### src/rtl/opf_pkg.sv
package opf_pkg;
  typedef enum logic [2:0] {
    AM_REG   = 3'd0,
    AM_IMM   = 3'd1,
    AM_DISP  = 3'd2,
    AM_RIND  = 3'd3,
    AM_ABS   = 3'd4,
    AM_MIND  = 3'd5,
    AM_PCREL = 3'd6,
    AM_SCALE = 3'd7
  } amode_e;

  typedef enum logic [1:0] {
    ST_IDLE = 2'd0,
    ST_RD1  = 2'd1,
    ST_RD2  = 2'd2,
    ST_FIN  = 2'd3
  } state_e;
endpackage

### src/rtl/opf_regfile.sv
module opf_regfile #(
  parameter int DATA_W = 32,
  parameter int NREG   = 16,
  parameter int NRD    = 3,
  localparam int IDX_W = $clog2(NREG)
) (
  input  logic                        clk,
  input  logic                        rst,
  input  logic [NRD-1:0][IDX_W-1:0]   rd_idx,
  output logic [NRD-1:0][DATA_W-1:0]  rd_data,
  input  logic                        we,
  input  logic [IDX_W-1:0]            wr_idx,
  input  logic [DATA_W-1:0]           wr_data
);
  logic [DATA_W-1:0] regs [NREG];

  always_ff @(posedge clk) begin
    if (rst) begin
      for (int i = 0; i < NREG; i++) regs[i] <= '0;
    end else if (we && wr_idx != '0) begin
      regs[wr_idx] <= wr_data;
    end
  end

  for (genvar p = 0; p < NRD; p++) begin : g_rd
    assign rd_data[p] = (rd_idx[p] == '0) ? '0 : regs[rd_idx[p]];
  end

  // a write aimed at register 0 leaves register 0 at zero
  assert_r0_stays_zero_R11: assert property (@(posedge clk) disable iff (rst)
    (we && wr_idx == '0) |=> (regs[0] == '0));
endmodule

### src/rtl/opf_agen.sv
module opf_agen
  import opf_pkg::*;
#(
  parameter int DATA_W = 32,
  parameter int ADDR_W = 10
) (
  input  amode_e              mode,
  input  logic [DATA_W-1:0]   imm,
  input  logic [ADDR_W-1:0]   abs_addr,
  input  logic [ADDR_W-1:0]   pc,
  input  logic [DATA_W-1:0]   base,
  input  logic [DATA_W-1:0]   index,
  output logic [ADDR_W-1:0]   ea,
  output logic [1:0]          nreads
);
  logic [DATA_W-1:0] sum;

  always_comb begin
    sum    = '0;
    nreads = 2'd1;
    unique case (mode)
      AM_REG, AM_IMM: nreads = 2'd0;
      AM_DISP:  sum = imm + base;
      AM_RIND:  sum = base;
      AM_ABS:   sum = DATA_W'(abs_addr);
      AM_MIND: begin
        sum    = base;
        nreads = 2'd2;
      end
      AM_PCREL: sum = imm + DATA_W'(pc);
      AM_SCALE: sum = imm + base + (index << 2);
      default:  nreads = 2'd0;
    endcase
  end

  assign ea = sum[ADDR_W-1:0];
endmodule

### src/rtl/opf_seq.sv
module opf_seq
  import opf_pkg::*;
#(
  parameter int DATA_W = 32,
  parameter int ADDR_W = 10,
  parameter int IDX_W  = 4
) (
  input  logic              clk,
  input  logic              rst,
  input  logic              start,
  input  logic [1:0]        nreads,
  input  logic [ADDR_W-1:0] ea,
  input  logic [DATA_W-1:0] opnd_in,
  input  logic [DATA_W-1:0] a_val,
  input  logic [IDX_W-1:0]  dst_idx,
  input  logic [DATA_W-1:0] mem_rd_data,
  output logic              mem_rd_en,
  output logic [ADDR_W-1:0] mem_rd_addr,
  output logic              busy,
  output logic              done,
  output logic              wr_en,
  output logic [IDX_W-1:0]  wr_idx,
  output logic [DATA_W-1:0] wr_data,
  output logic [IDX_W-1:0]  wb_idx,
  output logic [DATA_W-1:0] wb_data
);
  state_e            state;
  logic              two_q, memop_q;
  logic [ADDR_W-1:0] ea_q;
  logic [DATA_W-1:0] opnd_q, a_q;
  logic [IDX_W-1:0]  dst_q;

  assign busy        = (state != ST_IDLE);
  assign mem_rd_en   = (state == ST_RD1) || (state == ST_RD2);
  assign mem_rd_addr = (state == ST_RD2) ? mem_rd_data[ADDR_W-1:0] : ea_q;
  assign wr_en       = (state == ST_FIN);
  assign wr_idx      = dst_q;
  assign wr_data     = a_q + (memop_q ? mem_rd_data : opnd_q);

  always_ff @(posedge clk) begin
    if (rst) begin
      state   <= ST_IDLE;
      done    <= 1'b0;
      two_q   <= 1'b0;
      memop_q <= 1'b0;
      ea_q    <= '0;
      opnd_q  <= '0;
      a_q     <= '0;
      dst_q   <= '0;
      wb_idx  <= '0;
      wb_data <= '0;
    end else begin
      done <= 1'b0;
      unique case (state)
        ST_IDLE: if (start) begin
          two_q   <= (nreads == 2'd2);
          memop_q <= (nreads != 2'd0);
          ea_q    <= ea;
          opnd_q  <= opnd_in;
          a_q     <= a_val;
          dst_q   <= dst_idx;
          state   <= (nreads == 2'd0) ? ST_FIN : ST_RD1;
        end
        ST_RD1: state <= two_q ? ST_RD2 : ST_FIN;
        ST_RD2: state <= ST_FIN;
        ST_FIN: begin
          done    <= 1'b1;
          wb_idx  <= dst_q;
          wb_data <= wr_data;
          state   <= ST_IDLE;
        end
        default: state <= ST_IDLE;
      endcase
    end
  end

  // done lasts a single cycle and the unit is idle when it shows
  assert_done_single_R9: assert property (@(posedge clk) disable iff (rst)
    done |=> !done);
  assert_done_idle_R9: assert property (@(posedge clk) disable iff (rst)
    done |-> !busy);
  // the unit becomes busy only from an accepted start
  assert_busy_from_start_R10: assert property (@(posedge clk) disable iff (rst)
    $rose(busy) |-> $past(start));
  // a start raised mid-operation leaves the latched destination alone
  assert_start_ignored_R10: assert property (@(posedge clk) disable iff (rst)
    (busy && start && state != ST_FIN) |=> $stable(dst_q));
  // the chained read directly follows the pointer read
  assert_chain_order_R6: assert property (@(posedge clk) disable iff (rst)
    (state == ST_RD2) |-> $past(state == ST_RD1));
endmodule

### src/rtl/opf_unit.sv
module opf_unit
  import opf_pkg::*;
#(
  parameter int DATA_W = 32,
  parameter int ADDR_W = 10,
  parameter int NREG   = 16,
  localparam int IDX_W = $clog2(NREG)
) (
  input  logic              clk,
  input  logic              rst,
  input  logic              start,
  input  logic [2:0]        mode,
  input  logic [IDX_W-1:0]  dst_idx,
  input  logic [IDX_W-1:0]  srca_idx,
  input  logic [IDX_W-1:0]  srcb_idx,
  input  logic [IDX_W-1:0]  srcx_idx,
  input  logic [DATA_W-1:0] imm,
  input  logic [ADDR_W-1:0] abs_addr,
  input  logic [ADDR_W-1:0] pc,
  output logic              mem_rd_en,
  output logic [ADDR_W-1:0] mem_rd_addr,
  input  logic [DATA_W-1:0] mem_rd_data,
  output logic              busy,
  output logic              done,
  output logic [IDX_W-1:0]  wb_idx,
  output logic [DATA_W-1:0] wb_data
);
  localparam int NRD = 3;

  amode_e                      mode_e;
  logic [NRD-1:0][IDX_W-1:0]   rd_idx;
  logic [NRD-1:0][DATA_W-1:0]  rd_data;
  logic [ADDR_W-1:0]           ea;
  logic [1:0]                  nreads;
  logic [DATA_W-1:0]           opnd_in;
  logic                        wr_en;
  logic [IDX_W-1:0]            wr_idx;
  logic [DATA_W-1:0]           wr_data;

  assign mode_e  = amode_e'(mode);
  assign rd_idx  = {srcx_idx, srcb_idx, srca_idx};
  assign opnd_in = (mode_e == AM_REG) ? rd_data[1] : imm;

  opf_regfile #(.DATA_W(DATA_W), .NREG(NREG), .NRD(NRD)) u_rf (
    .clk(clk), .rst(rst), .rd_idx(rd_idx), .rd_data(rd_data),
    .we(wr_en), .wr_idx(wr_idx), .wr_data(wr_data)
  );

  opf_agen #(.DATA_W(DATA_W), .ADDR_W(ADDR_W)) u_agen (
    .mode(mode_e), .imm(imm), .abs_addr(abs_addr), .pc(pc),
    .base(rd_data[1]), .index(rd_data[2]), .ea(ea), .nreads(nreads)
  );

  opf_seq #(.DATA_W(DATA_W), .ADDR_W(ADDR_W), .IDX_W(IDX_W)) u_seq (
    .clk(clk), .rst(rst), .start(start), .nreads(nreads), .ea(ea),
    .opnd_in(opnd_in), .a_val(rd_data[0]), .dst_idx(dst_idx),
    .mem_rd_data(mem_rd_data), .mem_rd_en(mem_rd_en), .mem_rd_addr(mem_rd_addr),
    .busy(busy), .done(done), .wr_en(wr_en), .wr_idx(wr_idx), .wr_data(wr_data),
    .wb_idx(wb_idx), .wb_data(wb_data)
  );

  // register and immediate modes never touch memory
  assert_no_read_direct_R2: assert property (@(posedge clk) disable iff (rst)
    (start && !busy && (mode_e == AM_REG || mode_e == AM_IMM)) |=> !mem_rd_en);
endmodule

### config.mk
export PLATFORM = sky130hd
export DESIGN_NAME = opf_unit
export DESIGN_NICKNAME = d
export VERILOG_FILES = /design/src/rtl/opf_pkg.sv /design/src/rtl/opf_regfile.sv /design/src/rtl/opf_agen.sv /design/src/rtl/opf_seq.sv /design/src/rtl/opf_unit.sv
export SDC_FILE = /design/constraint.sdc
export NUM_CORES = 1
export LEC_CHECK = 0
export BUFFER_PORTS_ARGS = -buffer_cell sky130_fd_sc_hd__buf_2
export CORE_AREA = 2 2 269 271
export CTS_CLUSTER_SIZE = 25
export DETAILED_ROUTE_END_ITERATION = 6
export DIE_AREA = 0 0 271 273
export GPL_TIMING_DRIVEN = 0
export PLACE_DENSITY = 0.66
export SLEW_MARGIN = 25
export SYNTH_ARGS = -nofsm -noshare
export SYNTH_HDL_FRONTEND = slang
export SYNTH_SLANG_ARGS = --single-unit
### constraint.sdc
create_clock -name clk -period 5.8 [get_ports clk]
set_clock_uncertainty 0.1 [all_clocks]
set_input_delay 1.16 -clock clk [delete_from_list [all_inputs] [get_ports clk]]
set_output_delay 1.16 -clock clk [all_outputs]
set_load 0.005 [all_outputs]
Word level (Yosys, flattened, before mapping). Memories as Yosys holds them, arrays and structs flattened. Index checks and enable logic that the tools add are counted. Widths: inputs -> output; s select.

Bits in latches: 0. Output and inout bits: 49. Memories: 1. Logic and storage cells: 63. Bits in read-only memories: 0. Register bits after elaboration: 119. RAM bits: 512.

Divide/modulo/power cells: 0. Equality and inequality tests: 12. Bitwise operators: 0. Order comparisons: 0. Shift operators: 0. $add $sub $neg: 4. Multipliers: 0. Muxes and demuxes: 21. Reduce and logical (&&, ||, !) cells: 15.

Memory list: u_rf.regs (words 16, width 32, rd ports 3, clocked after memory_dff 0, wr ports 16, line opf_regfile.sv:15) `logic [DATA_W-1:0] regs [NREG];`.

Operators with widths (number): $mux 32 (5); $pmux 10 s5 (1); $add 32x32->32 (1); $reduce_or 32->1 (1); $add 10x10->10 (3); $eq 3x3->1 const B (4); $logic_not 4->1 (3); $mux 10 (1); $mux 1 (8); $mux 8 (1); $pmux 2 s4 (1); $eq 2x2->1 const B (3); $eq 3x2->1 const B (2); $logic_not 2->1 (2); $mux 2 (2); $mux 4 (1); $pmux 2 s2 (1); $reduce_bool 2->1 (2); $reduce_bool 4->1 (1); $reduce_or 2->1 (2); $eq 3x1->1 const B (1); $logic_not 3->1 (1); $eq 2x1->1 const B (1); $ne 2x2->1 const B (1); 3 further kinds (3).

Logic depth before layout (Yosys ltp).
Depth after elaboration: 7. Mapped depth: 23. Gate-level depth less buffers: 20.

Cells and area by module. Synthesis repeated with hierarchy kept, for this count alone.

Cell total of the unflattened synthesis: 3260. Area, all modules: 37668.6 um2.

By module, submodules not included: opf_regfile (area each 29213.0 um2, instances 1, cells an instance 2212); opf_seq (area each 6550.0 um2, instances 1, cells an instance 807); opf_agen (area each 1495.2 um2, instances 1, cells an instance 205); opf_unit (area each 410.4 um2, instances 1, cells an instance 36).

Worst setup path after synthesis. OpenSTA, ideal clock, no wires.

Path type: input -> register. Start: input srcb_idx[0]. End: register u_seq.ea_q[9]. Setup time: 0.081 ns. Stages: 19. Required time: 5.619 ns. Slack: 0.435 ns. Data arrival time: 5.184 ns. Cell sequence: buf_6 -> buf_12 -> buf_12 -> mux4_1 -> mux4_2 -> nor2b_1 -> ha_1 -> a21o_1 -> a21oi_1 -> xnor2_1 -> ha_1 -> a21o_1 -> a21oi_1 -> o21bai_1 -> a2111oi_0 -> nor3_1 -> xnor3_1 -> nand3b_1 -> a41oi_1.

Word-level cells in the longest chain between the ends: 5.

Ends and longest elaborated chain: start, declared (line opf_unit.sv:15) `input logic [IDX_W-1:0] srcb_idx,`; $mem_v2 16x32 / $logic_not 4->1 (equally long branches); $mux 32 * (line opf_regfile.sv:26) `assign rd_data[p] = (rd_idx[p] == '0) ? '0 : regs[rd_idx[p]];`; $add 10x10->10 (line opf_agen.sv:23, opf_agen.sv:31); $add 10x10->10 (line opf_agen.sv:31) `AM_SCALE: sum = imm + base + (index << 2);`; $pmux 10 s5 * (line opf_agen.sv:21) `unique case (mode)`; end signal, assigned (line opf_seq.sv:46) `ea_q <= '0;`; end signal, assigned (line opf_seq.sv:58) `ea_q <= ea;`; end, declared (line opf_seq.sv:29) `logic [ADDR_W-1:0] ea_q;`.

Mark *: on every way between the ends. The rest lies on a longest branch, timed or not. A chain may end at the register's enable or synchronous reset.

Final worst setup path.
Start: input srcb_idx[0]. End: register u_seq.ea_q[8].

Same word-level chain as after synthesis.

==> summary.md <==
| Metric | Value |
|---|---|
| DR iter-0 viols | 3858 |
| Req. time, crit path | 6.20 ns |
| Vias in the first global route | 26000 |
| Max Freq | 0.179 GHz |
| Max-cap viol count | 0 |
| Clk_lat worst skew | 0.62 ns |
| Nets | 3026 |
| Clock slew at reported path FFs | 0.06 ns |
| First-pass GRT wire length | 176000 microns |
| Hold buffer count at cts | 0 |
| Final GP Congestion | 0.952 |
| Area growth syn-to-layout | 13.7% |
| Row Count | 98 |
| Rel. slew slack | 22.4% |
| Post-CTS setup buffers | 0 |
| R2R depth | 14 |
| Die Ht | 273 microns |
| Layout cell share with drive strength beyond 1 | 27.8% |
| Cells after Synth | 2597 |
| Root Driver | clkbuf_16 |
| FF-to-FF Start | u_seq.memop_q |
| Power per Cell Area | 350 nW/um^2 |
| Ys flop type | edfxtp_1 |
| # fillers | 5779 |
| Fraction of registers with async set/reset | 0% |
| Commonest non-fill, non-tap cell in the layout | nor2_1 |
| # DRC | 0 |
| CP endpoint kind | register |
| CTS HTree Levels | 3 |
| Initial antenna violation count | 5 |
| Via count | 26000 |
| Input/output buffers | 142 |
| Worst Hold Launch | u_seq.opnd_q[9] |
| CP Cell Sequence | buf_6 -> buf_12 -> buf_12 -> mux4_1 -> mux4_2 -> nor2b_4 -> ha_1 -> inv_1 -> fa_1 -> nor2b_1 -> o21ai_0 -> a21boi_0 -> o21ai_0 -> nor2b_1 -> xnor2_1 -> ha_1 -> inv_1 -> o21bai_1 -> a21oi_1 -> xor2_1 -> mux2i_1 -> a22oi_1 -> a21oi_1 |
| CP startpoint kind | primary input |
| Crit path buf inv count | 5 |
| Leak Pwr | 14.4 nW |
| Vias per inst | 6.74 |
| Final worst-path cycle share | 96.5% |
| Final Util | 56.2% |
| Post-Syn Area per Cell | 13.5 sq um |
| Least-Margin Pin Slew | 1.16 ns |
| RR Endpoint | u_rf.regs[7][18] |
| CTS tree | yes |
| Critical path peak fanout | 10 |
| Die Width | 271 microns |
| Largest net degree at the start of global routing | 33 |
| Wirelength, routed | 124000 microns |
| CP max stage delay | 0.61 ns |
| Worst hold slack | 0.355 ns |
| DR WL/cell | 32.1 microns |
| Area post-placement | 37500 sq um |
| Crit path kind | in -> reg |
| Mapped Area | 35100 sq um |
| Finished Cell Area | 39900 sq um |
| Final Max Slew Viols | 0 |
| DP Wirelength | 88500 microns |
| Die Area | 74000 sq um |
| Final Hold Fails | 0 |
| Reg area | 17800 sq um |
| Peak VDD IR | 0.000216 V |
| Synth cell types | 94 |
| IO Count | 155 |
| Hold Path Sink | u_seq.opnd_q[9] |
| Synth Register Bits | 631 |
| TritonCTS Buffers | 69 |
| Clock sinks | 631 |
| Slowest-stage cell, CP | mux4_1 |
| Total GRT Usage | 33.4% |
| Ys Warns | 0 |
| Most frequent cells in the layout | nor2_1, edfxtp_1, mux4_2 |
| Pre-CTS setup slack | -0.632 ns |
| Outcome | completed |
| Hold Path Class | reg -> reg |
| Post-synth EDFFs | 512 |
| Gr ovfl total | 0 |
| Setup_tns | 0 ns |
| Remaining antenna violation count | 0 |
| Worst Slack Setup Final | 0.202 ns |
| Core ar. | 71000 sq um |
| Delay-heaviest family, CP | multiplexers |
| Final setup violation count | 0 |
| Starting Density | 49.5% |
| Tmin final | 5.60 ns |
| Crit path DAT | 6.00 ns |
| Sequential share of the synthesized area | 50.5% |
| Length of the first detailed-routing pass in iterations | 7 |
| R2r setup slk | 0.54 ns |
| Footprint of the multi-input gates | 16400 sq um |
| WHS Path Cells | 2 |
| Clock buffer depth | 3 |
-- metrics by stage --
step / cells / power (mW)
detailed placement: 3734 / 9.35
global route: 3857 / 14.4
global placement: 3720 / 9.23
CTS: 3857 / 13.9
finish: 3859 / 14.0
floorplan: 2628 / 7.94
-- flip-flops by register name, summed over array words and instances, names as in the netlist --
signal / cells
u_seq.done: 1
u_seq.memop_q: 1
u_seq.ea_q: 10
u_rf.regs: 512
u_seq.a_q: 32
u_seq.opnd_q: 32
u_seq.wb_idx: 4
u_seq.state: 2
u_seq.wr_idx: 4
u_seq.wb_data: 32
u_seq.two_q: 1
-- how the worst max path moves through the flow --
stage                startpoint             to  slack [ns]  cells past startpoint
floorplan           srcb_idx[0]  u_seq.ea_q[9]        0.43                     19
global placement    srcb_idx[1]  u_seq.ea_q[9]       -0.70                     19
detailed placement  srcb_idx[1]  u_seq.ea_q[9]       -0.63                     19
CTS                 srcb_idx[1]  u_seq.ea_q[9]        0.05                     19
global route        srcb_idx[0]  u_seq.ea_q[9]       -0.04                     21
finish              srcb_idx[0]  u_seq.ea_q[8]        0.20                     23
-- synth_stat cells (5+ instances only) --
| library cell | instances | share of area [%] |
|---|---|---|
| xor2_1 | 18 | 0.45 |
| buf_1 | 21 | 0.22 |
| a31oi_1 | 6 | 0.11 |
| nand4_1 | 6 | 0.11 |
| a221oi_2 | 20 | 0.85 |
| nor3b_1 | 18 | 0.38 |
| nor2_1 | 561 | 6.0 |
| mux2i_1 | 24 | 0.68 |
| and2_1 | 7 | 0.12 |
| buf_4 | 8 | 0.17 |
| o22ai_1 | 7 | 0.12 |
| nand2b_1 | 6 | 0.11 |
| o21bai_1 | 8 | 0.17 |
| nand2_1 | 94 | 1.0 |
| a211oi_1 | 23 | 0.49 |
| buf_2 | 34 | 0.48 |
| o21ai_0 | 23 | 0.33 |
| nor3_1 | 62 | 0.88 |
| edfxtp_1 | 512 | 44 |
| nor2_2 | 10 | 0.18 |
| nand3_1 | 22 | 0.31 |
| clkbuf_1 | 151 | 1.6 |
| or2_2 | 7 | 0.12 |
| a221oi_1 | 5 | 0.12 |
| and3_1 | 8 | 0.14 |
| a2111oi_0 | 7 | 0.17 |
| mux2_2 | 45 | 1.4 |
| a21oi_1 | 78 | 1.1 |
| o211ai_1 | 6 | 0.13 |
| mux4_2 | 340 | 22 |
| a21o_1 | 26 | 0.56 |
| mux4_1 | 15 | 1.1 |
| inv_1 | 30 | 0.32 |
| xnor2_1 | 23 | 0.57 |
| a22oi_1 | 36 | 0.77 |
| clkbuf_8 | 6 | 0.24 |
| dfxtp_1 | 119 | 6.8 |
| ha_1 | 61 | 2.2 |
| o21a_1 | 13 | 0.28 |
| buf_6 | 9 | 0.29 |
| nor2b_1 | 29 | 0.52 |
| nor4_1 | 6 | 0.11 |
-- power breakdown --
group	switching, mW	internal [mW]	leakage [nW]
Sequential	0.175	5.18	6.24
Combinational	2.68	1.38	7.00
Clock	1.88	2.70	1.12
Total	4.73	9.26	14.4
-- worst register-to-register path, delay by kind of cell (launching register included) --
kind            cells  cell delay [ns]
flops               1             0.31
fa+ha+maj           1             0.32
compound gates      3             1.36
mux                 1             0.43
simple gates        4             0.82
buf+inv             5             1.64
-- cells by family (layout without fill, tap and decap cells) --
kind of cell / Yosys count / count (layout) / synth area share, %
flops: 631 / 631 / 50.5
simple gates: 854 / 854 / 10.5
other cells: 1 / 34 / 0.0107
xor+xnor: 44 / 44 / 1.18
buf+inv: 266 / 545 / 3.60
compound gates: 312 / 312 / 6.76
fa+ha+maj: 65 / 65 / 2.40
mux: 424 / 424 / 25.0
-- per-layer routing --
metal / vias up / global-route usage [%] / routed length [microns]
met4: 4 / 13.6 / 5500
met1: 13100 / 42.5 / 42800
met5: - / 0 / 19
met3: 360 / 10.1 / 17400
li1: 10600 / - / -
met2: 2012 / 53.6 / 58000
-- repair_timing --
action                                  in CTS  in global routing
endpoints found under the setup margin       1                  4
pin swaps                                    0                  1
gates resized for setup                      1                 10
-- final cells by class --
| class | count | area share (%) |
|---|---|---|
| plain buffers | 234 | 2.93 |
| well taps | 950 | 2.98 |
| diodes | 2 | 0.0125 |
| inverters | 32 | 0.301 |
| flip-flops and latches | 631 | 44.5 |
| repair buffers | 156 | 2.46 |
| multi-input cells | 1731 | 41.1 |
| clock inverters | 31 | 0.824 |
| clock buffers | 92 | 4.94 |
Note: power is estimated with default switching activity, not from simulation.
